<file path="config.mk">
export PLATFORM = sky130hd
export DESIGN_NAME = dscan_window_finder
export DESIGN_NICKNAME = d
export VERILOG_FILES = /design/src/rtl/dscan_pkg.sv /design/src/rtl/dscan_dwell_timer.sv /design/src/rtl/dscan_run_tracker.sv /design/src/rtl/dscan_centre.sv /design/src/rtl/dscan_window_finder.sv
export SDC_FILE = /design/constraint.sdc
export NUM_CORES = 1
export LEC_CHECK = 0
export BUFFER_PORTS_ARGS = -buffer_cell sky130_fd_sc_hd__buf_2
export CAP_MARGIN = 20
export CORE_MARGIN = 2
export CORE_UTILIZATION = 45
export CTS_CLUSTER_SIZE = 12
export DETAILED_ROUTE_END_ITERATION = 10
export GPL_TIMING_DRIVEN = 0
export PLACE_DENSITY = 0.68
export REMOVE_ABC_BUFFERS = 1
export SLEW_MARGIN = 20
export SYNTH_ARGS = -nofsm -noshare
export SYNTH_HDL_FRONTEND = slang
export SYNTH_SLANG_ARGS = --single-unit
</file>
<file path="constraint.sdc">
create_clock -name clk -period 2.2 [get_ports clk]
set_input_delay 0.44 -clock clk [delete_from_list [all_inputs] [get_ports clk]]
set_output_delay 0.44 -clock clk [all_outputs]
set_load 0.05 [all_outputs]
</file>
<file path="src/rtl/dscan_pkg.sv">
package dscan_pkg;
  // Sweep sequencer states: one clear cycle, a dwell, one sample cycle per tap.
  typedef enum logic [2:0] {
    ST_IDLE,
    ST_CLEAR,
    ST_DWELL,
    ST_SAMPLE,
    ST_FINISH
  } scan_state_e;
endpackage

</file>
<file path="src/rtl/dscan_dwell_timer.sv">
// Counts dwell ticks after each clear; flags the tick that completes the dwell.
module dscan_dwell_timer #(
  parameter int DWELL_TICKS = 1000,
  localparam int TW = (DWELL_TICKS > 1) ? $clog2(DWELL_TICKS) : 1
) (
  input  logic clk,
  input  logic rst_n,
  input  logic arm_i,
  input  logic run_i,
  input  logic tick_i,
  output logic done_o
);
  localparam logic [TW-1:0] LAST = TW'(DWELL_TICKS - 1);

  logic [TW-1:0] cnt;

  assign done_o = run_i && tick_i && (cnt == LAST);

  always_ff @(posedge clk) begin
    if (!rst_n || arm_i) begin
      cnt <= '0;
    end else if (run_i && tick_i && !done_o) begin
      cnt <= cnt + 1'b1;
    end
  end
endmodule

</file>
<file path="src/rtl/dscan_run_tracker.sv">
// Tracks the current run of clean taps and the longest one seen so far.
// Strictly-greater replacement keeps the earliest run on a tie.
module dscan_run_tracker #(
  parameter int DLY_W = 4,
  parameter int LEN_W = 4
) (
  input  logic             clk,
  input  logic             rst_n,
  input  logic             clear_i,
  input  logic             sample_i,
  input  logic             clean_i,
  input  logic [DLY_W-1:0] tap_i,
  output logic [DLY_W-1:0] best_start_o,
  output logic [LEN_W-1:0] best_len_o
);
  logic [DLY_W-1:0] cur_start;
  logic [LEN_W-1:0] cur_len;
  logic [DLY_W-1:0] run_start;
  logic [LEN_W-1:0] run_len;

  always_comb begin
    run_start = (cur_len == '0) ? tap_i : cur_start;
    run_len   = cur_len + 1'b1;
  end

  always_ff @(posedge clk) begin
    if (!rst_n || clear_i) begin
      cur_start    <= '0;
      cur_len      <= '0;
      best_start_o <= '0;
      best_len_o   <= '0;
    end else if (sample_i) begin
      if (clean_i) begin
        cur_start <= run_start;
        cur_len   <= run_len;
        if (run_len > best_len_o) begin
          best_start_o <= run_start;
          best_len_o   <= run_len;
        end
      end else begin
        cur_len <= '0;
      end
    end
  end
endmodule

</file>
<file path="src/rtl/dscan_centre.sv">
// Centre of a window, rounding down for even widths.
module dscan_centre #(
  parameter int DLY_W = 4,
  parameter int LEN_W = 4
) (
  input  logic [DLY_W-1:0] start_i,
  input  logic [LEN_W-1:0] len_i,
  output logic [DLY_W-1:0] centre_o
);
  logic [LEN_W-1:0] half;

  always_comb begin
    half     = (len_i == '0) ? '0 : ((len_i - 1'b1) >> 1);
    centre_o = start_i + DLY_W'(half);
  end
endmodule

</file>
<file path="src/rtl/dscan_window_finder.sv">
module dscan_window_finder #(
  parameter int NUM_TAPS    = 13,
  parameter int ERR_W       = 16,
  parameter int DWELL_TICKS = 1000,
  parameter int RESET_DLY   = 0,
  localparam int DLY_W = (NUM_TAPS > 1) ? $clog2(NUM_TAPS) : 1,
  localparam int LEN_W = $clog2(NUM_TAPS + 1)
) (
  input  logic             clk,
  input  logic             rst_n,
  input  logic             start_i,
  input  logic             tick_i,
  input  logic [ERR_W-1:0] err_cnt_i,
  output logic [DLY_W-1:0] delay_o,
  output logic             clr_o,
  output logic [DLY_W-1:0] best_dly_o,
  output logic [DLY_W-1:0] win_start_o,
  output logic [LEN_W-1:0] win_width_o,
  output logic             valid_o,
  output logic             nowin_o
);
  import dscan_pkg::*;

  localparam logic [DLY_W-1:0] LAST_TAP = DLY_W'(NUM_TAPS - 1);
  localparam logic [DLY_W-1:0] RST_TAP  = DLY_W'(RESET_DLY);

  scan_state_e      state;
  logic [DLY_W-1:0] tap;
  logic [DLY_W-1:0] applied_dly;
  logic             go;
  logic             dwell_done;
  logic [DLY_W-1:0] trk_start;
  logic [LEN_W-1:0] trk_len;
  logic [DLY_W-1:0] centre;

  assign go      = (state == ST_IDLE) && start_i;
  assign clr_o   = (state == ST_CLEAR);
  assign delay_o = (state == ST_IDLE) ? applied_dly : tap;

  dscan_dwell_timer #(.DWELL_TICKS(DWELL_TICKS)) u_timer (
    .clk    (clk),
    .rst_n  (rst_n),
    .arm_i  (state == ST_CLEAR),
    .run_i  (state == ST_DWELL),
    .tick_i (tick_i),
    .done_o (dwell_done)
  );

  dscan_run_tracker #(.DLY_W(DLY_W), .LEN_W(LEN_W)) u_tracker (
    .clk          (clk),
    .rst_n        (rst_n),
    .clear_i      (go),
    .sample_i     (state == ST_SAMPLE),
    .clean_i      (err_cnt_i == '0),
    .tap_i        (tap),
    .best_start_o (trk_start),
    .best_len_o   (trk_len)
  );

  dscan_centre #(.DLY_W(DLY_W), .LEN_W(LEN_W)) u_centre (
    .start_i  (trk_start),
    .len_i    (trk_len),
    .centre_o (centre)
  );

  always_ff @(posedge clk) begin
    if (!rst_n) begin
      state       <= ST_IDLE;
      tap         <= '0;
      applied_dly <= RST_TAP;
      best_dly_o  <= '0;
      win_start_o <= '0;
      win_width_o <= '0;
      valid_o     <= 1'b0;
      nowin_o     <= 1'b0;
    end else begin
      unique case (state)
        ST_IDLE: begin
          if (start_i) begin
            tap         <= '0;
            valid_o     <= 1'b0;
            nowin_o     <= 1'b0;
            best_dly_o  <= '0;
            win_start_o <= '0;
            win_width_o <= '0;
            state       <= ST_CLEAR;
          end
        end
        ST_CLEAR: state <= ST_DWELL;
        ST_DWELL: begin
          if (dwell_done) state <= ST_SAMPLE;
        end
        ST_SAMPLE: begin
          if (tap == LAST_TAP) begin
            state <= ST_FINISH;
          end else begin
            tap   <= tap + 1'b1;
            state <= ST_CLEAR;
          end
        end
        ST_FINISH: begin
          if (trk_len != '0) begin
            valid_o     <= 1'b1;
            win_start_o <= trk_start;
            win_width_o <= trk_len;
            best_dly_o  <= centre;
            applied_dly <= centre;
          end else begin
            nowin_o     <= 1'b1;
            applied_dly <= RST_TAP;
          end
          state <= ST_IDLE;
        end
        default: state <= ST_IDLE;
      endcase
    end
  end
endmodule

</file>
==> reports/qor.txt <==
=====================================================================================
Outcome                                                                     completed
Dpl ws                                                                        -277 ps
Number of global-route vias before repair                                        1939
Last weighted congestion value of the routability-driven placer                 0.763
Final TNS setup                                                                  0 ps
Critical path's slowest cell                                                  dfxtp_1
Number of cells in the design after placement                                     387
Clk buf depth                                                                       2
Static Leak                                                                   1.25 nW
Warning count from the yosys run                                                    0
Maximum single-stage delay on the critical path                                440 ps
Number of failing setup endpoints in the final timing report                        0
Dominant delay contributor by cell family on the critical path           compound AO/OA/AOI/OAI gates
Share of the yosys chip area belonging to registers                             0.393
Cell-internal power                                                         0.00122 W
Number of flops mapped to enable cells by yosys                                     0
Least setup slack across all paths after layout                                137 ps
Synthesized area per cell                                                   9.03 um^2
I/O pin count                                                                      39
Filler-free cell count of the finished design                                     397
Sw Share                                                                        0.277
Overflow left after global routing                                                  0
Number of buffers created by CTS                                                    5
Horizontal die dimension                                                      80.0 um
CTS H-tree depth                                                                    2
Time the worst path needs with I/O delays and setup                           2060 ps
Required time of the critical path                                            2370 ps
Type of the tightest min-delay check                                     input port to flip-flop
Fraction of registers with async set or reset after synthesis                       0
DPL Wire Length                                                               3.79 mm
Number of nets in the layout                                                      358
Critical path endpoint category                                             flip-flop
CTS sink cnt                                                                       51
Relative slew slack                                                             0.400
Worst path cell trace                                                    inv_1 -> ha_4 -> nand3_1 -> o21ai_2 -> ha_1 -> a21o_1 -> a21oi_1 -> mux2i_1 -> a21oi_1
CTS tree                                                                         done
Most frequent standard cell in the layout excluding fill and tap cells        dfxtp_1
Ant. Diodes                                                                         0
Area enclosed by the die boundary                                           6400 um^2
CTS clock-pin slew for the worst setup and hold paths                          100 ps
Fraction of the cycle the final worst path needs                                0.938
Number of I/O port buffers                                                         38
Number of antenna violations at the first check in global routing                   0
Starting density of the core                                                    0.469
Total Routing Usage GR                                                          0.174
Worst IR Drop VDD                                                            0.241 mV
Final instance area                                                         3000 um^2
Clock latency of the later-clocked register in the worst-skew pair             320 ps
Vias                                                                             2114
Nature of the critical path startpoint                                      flip-flop
Proportion of power drawn by combinational gates                                0.092
Clock network power share                                                       0.336
Number of design rule violations left after detail routing                          0
Drt via density                                                                  5.32
Share of post-route cells with drive strength above 1                           0.237
Area added between synthesis and finish                                         15.3%
Fmax                                                                          485 MHz
CTS root buf                                                                 clkbuf_8
Synthesis-stage register bit count                                                 51
Total power of the final layout                                             0.00168 W
Worst clock skew on the final layout                                          12.8 ps
Primary FF master, synth                                                      dfxtp_1
Routed wire per std cell                                                      13.2 um
Initial DRC count                                                                  95
Buffers plus inverters on the worst setup path                                      1
Cell area reported after detailed placement                                 2820 um^2
Count of pins over their slew limit                                                 0
Wire length after detailed routing                                            5.25 mm
Count of distinct cell types in the synthesized netlist                            47
Kind of critical path                                                    flip-flop to flip-flop
Global-route wire length before repair                                        8.85 mm
Arrival time of data at the critical path endpoint                            2230 ps
Total count of hold-check failures in the final report                              0
Critical path fanouts, max                                                          5
Flop pwr share                                                                  0.571
Post-route antenna net violation count                                              0
Maximum number of pins on one net before global-route repair                       26
Transition time at the pin with the least slew margin                          900 ps
Max-cap violation count                                                             0
Cell Pwr Density                                                          562 nW/um^2
Summed instance area of the synthesized netlist                             2600 um^2
Net Sw Power                                                               0.000467 W
Die Y-Extent                                                                  80.0 um
Placeable core region                                                       5540 um^2
Cell mode on critical path                                                    a21oi_1
RSZ-0062 raised after global routing                                            false
Number of instances in the synthesized netlist                                    288
Floorplan row count                                                                27
Iteration count of the initial detailed-routing pass                                4
Commonest non-fill, non-tap cells in the layout                          dfxtp_1 (48), nand2_1 (43), buf_2 (37)
=====================================================================================
[repair_timing]
action | 4_1_cts | 5_1_grt
hold buffers | 0 | 0
setup endpoints to repair | 10 | 23
pin swaps | 0 | 2
resized for setup | 5 | 9
setup buffers | 0 | 2
cloned | 0 | 0
hold endpoints to repair | 0 | 0
[through the flow]
stage	hold slack (ps)	util
6_report	441	0.541
5_1_grt	443	0.541
4_1_cts	450	0.529
3_5_place_dp	451	0.508
3_3_place_gp	436	0.508
2_1_floorplan	433	-
[metal layers]
layer / share of wire / GRT usage / vias to the layer above
met4: 0.011 / 0.0559 / 0
met3: 0.040 / 0.0305 / 4
met2: 0.46 / 0.273 / 50
li1: - / - / 1082
met5: 0 / 0 / -
met1: 0.49 / 0.240 / 978
[path summary, 6_finish.rpt]
check | to | cells after the start | from | slack (ps)
setup / recovery | applied_dly[3] | 9 | u_tracker.best_len_o[0] | 140
hold / removal | state[1] | 3 | rst_n | 440
hold reg to reg | best_dly_o[0] | 2 | best_dly_o[0] | 460
setup reg to reg | applied_dly[3] | 9 | u_tracker.best_len_o[0] | 140
[power by group through the flow]
stage	sequential [W]	clock (W)	combinational, W
floorplan	0.000973	0	0.000103
global route	0.000965	0.000606	0.000174
CTS	0.000960	0.000571	0.000156
global placement	0.000977	0	0.000147
detailed placement	0.000979	0	0.000151
finish	0.000961	0.000566	0.000155
[cells in the mapped netlist (5+ instances only)]
master,n,share of area
ha_1,13,0.063
nand3_1,9,0.017
nor2_1,25,0.036
inv_1,13,0.019
nor4_1,8,0.019
o21ai_0,9,0.017
nor3_1,5,0.0096
nand2_1,43,0.062
dfxtp_1,51,0.39
xnor2_1,7,0.024
mux2_2,6,0.026
mux2i_1,14,0.054
a22oi_1,7,0.020
a21oi_1,20,0.039
[flip-flops by register name, summed over array words and instances (netlist names), 4 cells and up]
name	flops
u_tracker.best_len_o	4
applied_dly	4
u_timer.cnt	10
u_tracker.best_start_o	4
tap	4
best_dly_o	4
u_tracker.cur_start	4
win_start_o	4
u_tracker.cur_len	4
win_width_o	4
[area by class of cell]
type	instances	area, um^2
Sequential cell	51	1020
Inverter	13	48.8
Clock inverter	3	25.0
Clock buffer	5	68.8
Timing Repair Buffer	40	220
Multi-Input combinational cell	213	1520
Tap cell	72	90.1
Fill cell	545	2540
[cells by family after synthesis]
logic type | synth area share
simple gates | 0.255
flops | 0.393
compound gates | 0.120
buf+inv | 0.0448
mux | 0.0799
fa+ha+maj | 0.0703
xor+xnor | 0.0371
[worst reg2reg max path, delay by kind of cell (launching register included)]
kind,cells,cell delay (ps)
simple gates,1,90
flops,1,440
fa+ha+maj,2,460
compound gates,4,520
buf+inv,1,110
mux,1,320
Power figures use the tool's default switching activity.
